**config.mk**
```make
export PLATFORM = sky130hd
export DESIGN_NAME = seg_xlate_top
export DESIGN_NICKNAME = d
export VERILOG_FILES = /design/src/rtl/seg_xlate_pkg.sv /design/src/rtl/seg_desc_table.sv /design/src/rtl/seg_sel_decode.sv /design/src/rtl/seg_access_check.sv /design/src/rtl/seg_xlate_top.sv
export SDC_FILE = /design/constraint.sdc
export NUM_CORES = 1
export LEC_CHECK = 0
export ABC_AREA = 1
export BUFFER_PORTS_ARGS = -buffer_cell sky130_fd_sc_hd__buf_4
export CORE_MARGIN = 8
export CORE_UTILIZATION = 25
export CTS_CLUSTER_DIAMETER = 200
export DETAILED_ROUTE_END_ITERATION = 6
export MAX_ROUTING_LAYER = met4
export PLACE_DENSITY = 0.44
export SLEW_MARGIN = 20
export SYNTH_ARGS = -nofsm -noshare
export SYNTH_HDL_FRONTEND = slang
export SYNTH_SLANG_ARGS = --single-unit
```
**constraint.sdc**
```tcl
create_clock -name clk -period 15.31 [get_ports clk]
set_input_delay 1.531 -clock clk [delete_from_list [all_inputs] [get_ports clk]]
set_output_delay 1.531 -clock clk [all_outputs]
set_load 0.02 [all_outputs]
```
**src/rtl/seg_xlate_pkg.sv**
```systemverilog
// Package: shared types for the segment translation block.
// Assumes a 64-bit entry with the packed layout below (MSB first).
package seg_xlate_pkg;

    typedef enum logic [1:0] {
        CAUSE_NONE  = 2'd0,
        CAUSE_SEL   = 2'd1,
        CAUSE_PRIV  = 2'd2,
        CAUSE_LIMIT = 2'd3
    } fault_cause_e;

    typedef struct packed {
        logic [5:0]  rsvd;   // 63:58
        logic [1:0]  lvl;    // 57:56 entry privilege level
        logic [3:0]  kind;   // 55:52 segment type, stored only
        logic [19:0] limit;  // 51:32 byte limit
        logic [31:0] base;   // 31:0  segment base
    } seg_entry_t;

endpackage

```
**src/rtl/seg_desc_table.sv**
```systemverilog
// Module: register-based descriptor store.
// Writes land at the clock edge; the read is combinational, so a read
// in the same cycle as a write returns the previous contents.
// Assumes synchronous active-low reset that zeroes all entries.
module seg_desc_table
    import seg_xlate_pkg::*;
#(
    parameter int ENTRIES = 16,
    parameter int IDX_W   = $clog2(ENTRIES)
) (
    input  logic             clk,
    input  logic             rst_n,
    input  logic             wr_en,
    input  logic [IDX_W-1:0] wr_idx,
    input  seg_entry_t       wr_entry,
    input  logic [IDX_W-1:0] rd_idx,
    output seg_entry_t       rd_entry
);

    seg_entry_t store [ENTRIES];

    for (genvar g = 0; g < ENTRIES; g++) begin : g_entry
        // Purpose: hold one entry, cleared by reset, replaced by a matching write.
        always_ff @(posedge clk) begin
            if (!rst_n) begin
                store[g] <= '0;
            end else if (wr_en && (wr_idx == IDX_W'(g))) begin
                store[g] <= wr_entry;
            end
        end
    end

    // Purpose: present the addressed entry.
    always_comb begin
        rd_entry = store[rd_idx];
    end

endmodule

```
**src/rtl/seg_sel_decode.sv**
```systemverilog
// Module: selector decode.
// Extracts the table index from selector bits 15:3 and flags a
// null index (0) or one beyond the table depth as unusable.
module seg_sel_decode #(
    parameter int SEL_W   = 16,
    parameter int ENTRIES = 16,
    parameter int IDX_W   = $clog2(ENTRIES),
    localparam int FLD_W  = SEL_W - 3
) (
    input  logic [SEL_W-1:0] sel,
    output logic [IDX_W-1:0] idx,
    output logic             sel_ok
);

    logic [FLD_W-1:0] fld;

    // Purpose: slice the index field and judge it.
    always_comb begin
        fld    = sel[SEL_W-1:3];
        idx    = fld[IDX_W-1:0];
        sel_ok = (fld != '0) && (fld < FLD_W'(ENTRIES));
    end

endmodule

```
**src/rtl/seg_access_check.sv**
```systemverilog
// Module: privilege and limit check plus base addition.
// Purely combinational. The fault order is selector, then privilege,
// then limit. The address output is forced to zero on any fault.
module seg_access_check
    import seg_xlate_pkg::*;
#(
    parameter int OFF_W = 32,
    parameter int LIM_W = 20
) (
    input  logic             sel_ok,
    input  logic [1:0]       cur_lvl,
    input  logic [1:0]       seg_lvl,
    input  logic [LIM_W-1:0] limit,
    input  logic [OFF_W-1:0] base,
    input  logic [OFF_W-1:0] offset,
    output logic             fault,
    output fault_cause_e     cause,
    output logic [OFF_W-1:0] lin_addr
);

    logic priv_ok;
    logic lim_ok;

    // Purpose: evaluate each rule and rank the outcome.
    always_comb begin
        priv_ok = (cur_lvl <= seg_lvl);
        lim_ok  = (offset <= {{(OFF_W-LIM_W){1'b0}}, limit});
        if (!sel_ok) begin
            cause = CAUSE_SEL;
        end else if (!priv_ok) begin
            cause = CAUSE_PRIV;
        end else if (!lim_ok) begin
            cause = CAUSE_LIMIT;
        end else begin
            cause = CAUSE_NONE;
        end
        fault    = (cause != CAUSE_NONE);
        lin_addr = fault ? '0 : (base + offset);
    end

endmodule

```
**src/rtl/seg_xlate_top.sv**
```systemverilog
// Module: segment translation with privilege checking.
// Looks up the selected descriptor, checks it and registers the result
// one cycle after the request. Synchronous active-low reset.
module seg_xlate_top
    import seg_xlate_pkg::*;
#(
    parameter int ENTRIES = 16,
    parameter int IDX_W   = $clog2(ENTRIES),
    parameter int SEL_W   = 16,
    parameter int OFF_W   = 32,
    parameter int LIM_W   = 20,
    localparam int ENT_W  = $bits(seg_entry_t)
) (
    input  logic             clk,
    input  logic             rst_n,
    input  logic             tbl_wr_en,
    input  logic [IDX_W-1:0] tbl_wr_idx,
    input  logic [ENT_W-1:0] tbl_wr_data,
    input  logic [SEL_W-1:0] code_sel,
    input  logic             req_valid,
    input  logic [SEL_W-1:0] req_sel,
    input  logic [OFF_W-1:0] req_offset,
    output logic             rsp_valid,
    output logic [OFF_W-1:0] rsp_lin_addr,
    output logic             rsp_fault,
    output logic [1:0]       rsp_cause
);

    logic [IDX_W-1:0] rd_idx;
    logic             sel_ok;
    seg_entry_t       rd_entry;
    logic             chk_fault;
    fault_cause_e     chk_cause;
    logic [OFF_W-1:0] chk_addr;

    seg_desc_table #(.ENTRIES(ENTRIES), .IDX_W(IDX_W)) u_table (
        .clk      (clk),
        .rst_n    (rst_n),
        .wr_en    (tbl_wr_en),
        .wr_idx   (tbl_wr_idx),
        .wr_entry (seg_entry_t'(tbl_wr_data)),
        .rd_idx   (rd_idx),
        .rd_entry (rd_entry)
    );

    seg_sel_decode #(.SEL_W(SEL_W), .ENTRIES(ENTRIES), .IDX_W(IDX_W)) u_dec (
        .sel    (req_sel),
        .idx    (rd_idx),
        .sel_ok (sel_ok)
    );

    seg_access_check #(.OFF_W(OFF_W), .LIM_W(LIM_W)) u_chk (
        .sel_ok   (sel_ok),
        .cur_lvl  (code_sel[1:0]),
        .seg_lvl  (rd_entry.lvl),
        .limit    (rd_entry.limit),
        .base     (rd_entry.base),
        .offset   (req_offset),
        .fault    (chk_fault),
        .cause    (chk_cause),
        .lin_addr (chk_addr)
    );

    // Purpose: register the response; idle cycles give an all-zero response.
    always_ff @(posedge clk) begin
        if (!rst_n) begin
            rsp_valid    <= 1'b0;
            rsp_fault    <= 1'b0;
            rsp_cause    <= 2'd0;
            rsp_lin_addr <= '0;
        end else begin
            rsp_valid    <= req_valid;
            rsp_fault    <= req_valid & chk_fault;
            rsp_cause    <= req_valid ? 2'(chk_cause) : 2'd0;
            rsp_lin_addr <= req_valid ? chk_addr : '0;
        end
    end

endmodule

```
==> impl_metrics.py <==
metrics = {
    "status": {
        "status": "completed",
    },
    "power": {
        "vdd_drop_max_mv": 0.0849,
        "power_density_mw_per_mm2": 124,
        "power_leakage_nw": 17.5,
    },
    "synthesis": {
        "synth.area.top_cells": "edfxtp_1, nor2_1, o21ai_0",
        "ys.warnings.count": 0,
        "synth_edf_count": 864,
        "yosysSeqAreaShare": 0.648,
        "ys_ff_latch": 900,
        "ys_types": 47,
        "yosys.area.top_type": "edfxtp_1",
        "syn_area_mm2": 0.0412,
        "syn_nets": 4252,
        "async_flop_share": 0,
        "synth_flop_cell": "edfxtp_1",
        "syn_inst": 4062,
        "syn_avg_cell_area_um2": 10.1,
        "synth.top_cell.area_share": 0.630,
    },
    "layout": {
        "area_growth_pct": 15.6,
        "post_route_cells_drive_above_1_share": 0.0968,
        "finalNonFillerCells": 6336,
        "fin_nets": 4248,
    },
    "sta": {
        "final-hold-violation-count": 0,
        "max_freq_mhz": 166,
        "maxSlewHeadroom": 0.214,
        "slew_viol_final": 0,
        "period_share": 0.393,
        "skew_ns": 0.0241,
        "tightest_slew_ns": 1.18,
        "period_minus_slack_ns": 6.02,
        "hold_slack_ns": 0.913,
        "rsz0062_at_grt": "false",
        "setup-tns-final_ns": 0,
        "setup_violations": 0,
    },
    "setup_path": {
        "critPathCaptureType": "flip-flop",
        "path_max_fanout": 92,
        "r2r_slack_ns": 11.68,
        "critPathKind": "in -> reg",
        "required_ns": 15.94,
        "cp-start-kind": "input pin",
        "worstPathArrival_ns": 6.65,
    },
    "cts": {
        "cts.sinks": 900,
        "cts_buffers": 103,
        "post_cts_buffers": 0,
        "cts_hold_buf": 0,
        "cts_root_buf": "clkbuf_16",
        "clock_path_buffers": 3,
        "cts_resized": 0,
        "clkTransAtPathRegs_ns": 0.06,
        "clock_latency_ns": 0.71,
        "cts_tree": "built",
        "htreeDepth": 3,
    },
    "floorplanning": {
        "die-area_mm2": 0.178,
        "ios": 172,
        "die_h_um": 422,
        "rows": 149,
        "design.core.area_mm2": 0.164,
        "die_width_um": 422,
        "start_util": 0.251,
    },
    "place": {
        "hpwl_mm": 84.6,
        "place_congestion": 0.842,
        "numPortBuffers": 144,
        "placed_cells": 6142,
    },
    "grt": {
        "grt_max_degree": 156,
        "antenna_found_initial": 4,
        "grt_use_met1": 0.221,
        "grt_overflow": 0,
        "grt_use_met3": 0.0200,
        "gr-max-usage-layer": "met2",
        "grt_pass1_vias": 29700,
        "grt_usage": 0.174,
        "use_met2": 0.292,
        "grt_pass1_wl_mm": 222,
    },
    "route": {
        "routed_wirelength_mm": 157,
        "wire_per_inst_um": 24.8,
        "vias": 30700,
        "drt_pass1_iterations": 6,
        "viasPerCell": 4.85,
        "detail-route-antenna-nets": 0,
        "drc": 0,
        "drt_iter0_markers": 2459,
    },
    "flow_run": {
        "drv_cap": 0,
    },
    "min_path": {
        "hold_path_class": "reg -> reg",
    },
}
[cell type report]
type	instances	area [um^2]
Clock buffer	135	2790
Inverter	182	699
Timing Repair Buffer	203	1560
Tap cell	2189	2740
Clock inverter	55	367
Fill cell	17000	117000
Antenna cell	4	10.0
Sequential cell	900	26700
Multi-Input combinational cell	2668	12800
[metal layers]
metal | up-vias | routed length [um]
met3 | 199 | 8260
met4 | 0 | 4380
li1 | 14000 | -
met1 | 15500 | 68000
met5 | - | 0
met2 | 975 | 76600
[worst paths after layout]
path / startpoint / to / cells past startpoint
worst max register to register: u_table.store[13][49] / rsp_lin_addr[23] / 13
worst max-delay path: req_sel[3] / rsp_lin_addr[22] / 17
worst min-delay path: u_table.store[0][0] / rsp_lin_addr[0] / 7
worst min register to register: u_table.store[0][0] / rsp_lin_addr[0] / 7
[stage by stage]
| step | instance area, um^2 | power (mW) | utilization | setup slack (ns) |
|---|---|---|---|---|
| after floorplan | 41200 | 3.30 | - | 8.94 |
| after global routing | 47600 | 6.09 | 0.290 | 8.96 |
| after CTS | 47600 | 5.94 | 0.290 | 9.36 |
| final | 47600 | 5.88 | 0.290 | 9.29 |
| after detailed placement | 44400 | 3.58 | 0.271 | 8.60 |
| after global placement | 44400 | 3.58 | 0.271 | 8.58 |
[state kept, by name (all words and copies together) (netlist names)]
signal / count
u_table.store: 864
rsp_lin_addr: 32
rsp_valid: 1
rsp_fault: 1
rsp_cause: 2
[worst max-delay path, stage by stage]
cell and delay [ns]:
buf_8 0.44, buf_4 0.88, buf_4 0.92, o21ai_0 0.21, o221ai_1 0.26, o211ai_1 0.14, nand3_1 0.49, ha_1 0.34
nand2_1 0.14, nor2_1 0.23, inv_1 0.06, nor2_1 0.10, nand2_1 0.06, nand3_1 0.17, a21oi_1 0.13, or2_1 0.22
a21oi_1 0.13
[cells in the mapped netlist, types with 3 or more instances]
library cell	n
buf_6	7
or2_2	5
dfxtp_1	36
nor4_1	3
a31oi_1	14
nand2_1	285
buf_1	6
o21bai_1	10
a221oi_2	6
xor2_1	12
nor2_2	3
a21oi_1	63
nand3_2	4
inv_2	4
clkbuf_1	253
o211ai_1	19
o21ai_0	442
nand3_1	80
a22o_1	15
ha_1	53
nand4_1	12
edfxtp_1	864
nor3_1	8
o21ai_1	15
nor2_1	1393
buf_2	30
o22ai_1	146
o221ai_1	58
buf_4	14
inv_1	175
nand4_2	6
[power breakdown]
group / switching (mW) / leakage (nW) / total (mW) / internal [mW]
logic: 0.489 / 7.34 / 0.654 / 0.165
registers: 0.0324 / 8.57 / 2.87 / 2.84
clock network: 1.04 / 1.55 / 2.36 / 1.32
[kinds of logic after synthesis]
group,synth area share
XOR/XNOR,0.00277
AND/OR/NAND/NOR,0.172
AO/OA/AOI/OAI,0.112
flip-flops,0.648
buffers and inverters,0.0491
adder cells (fa/ha/maj),0.0166
[cell usage in the layout, fill, tap and decap left out, drive strengths merged, types with 2 or more instances in the layout]
master	n
ha	53
diode	4
a21oi	63
o21bai	11
nand3b	2
a22o	15
o221ai	58
nor4	4
clkinv	46
or2	7
o211ai	19
clkinvlp	2
xor2	12
dfxtp	36
nand4	18
a21o	2
bufinv	2
clkbuf	135
edfxtp	864
a31oi	14
inv	187
o22ai	146
a221oi	6
nand3	85
nor3	10
buf	203
o21ai	457
nor2	1396
nand2	285
(Power assumes the default switching activity.)
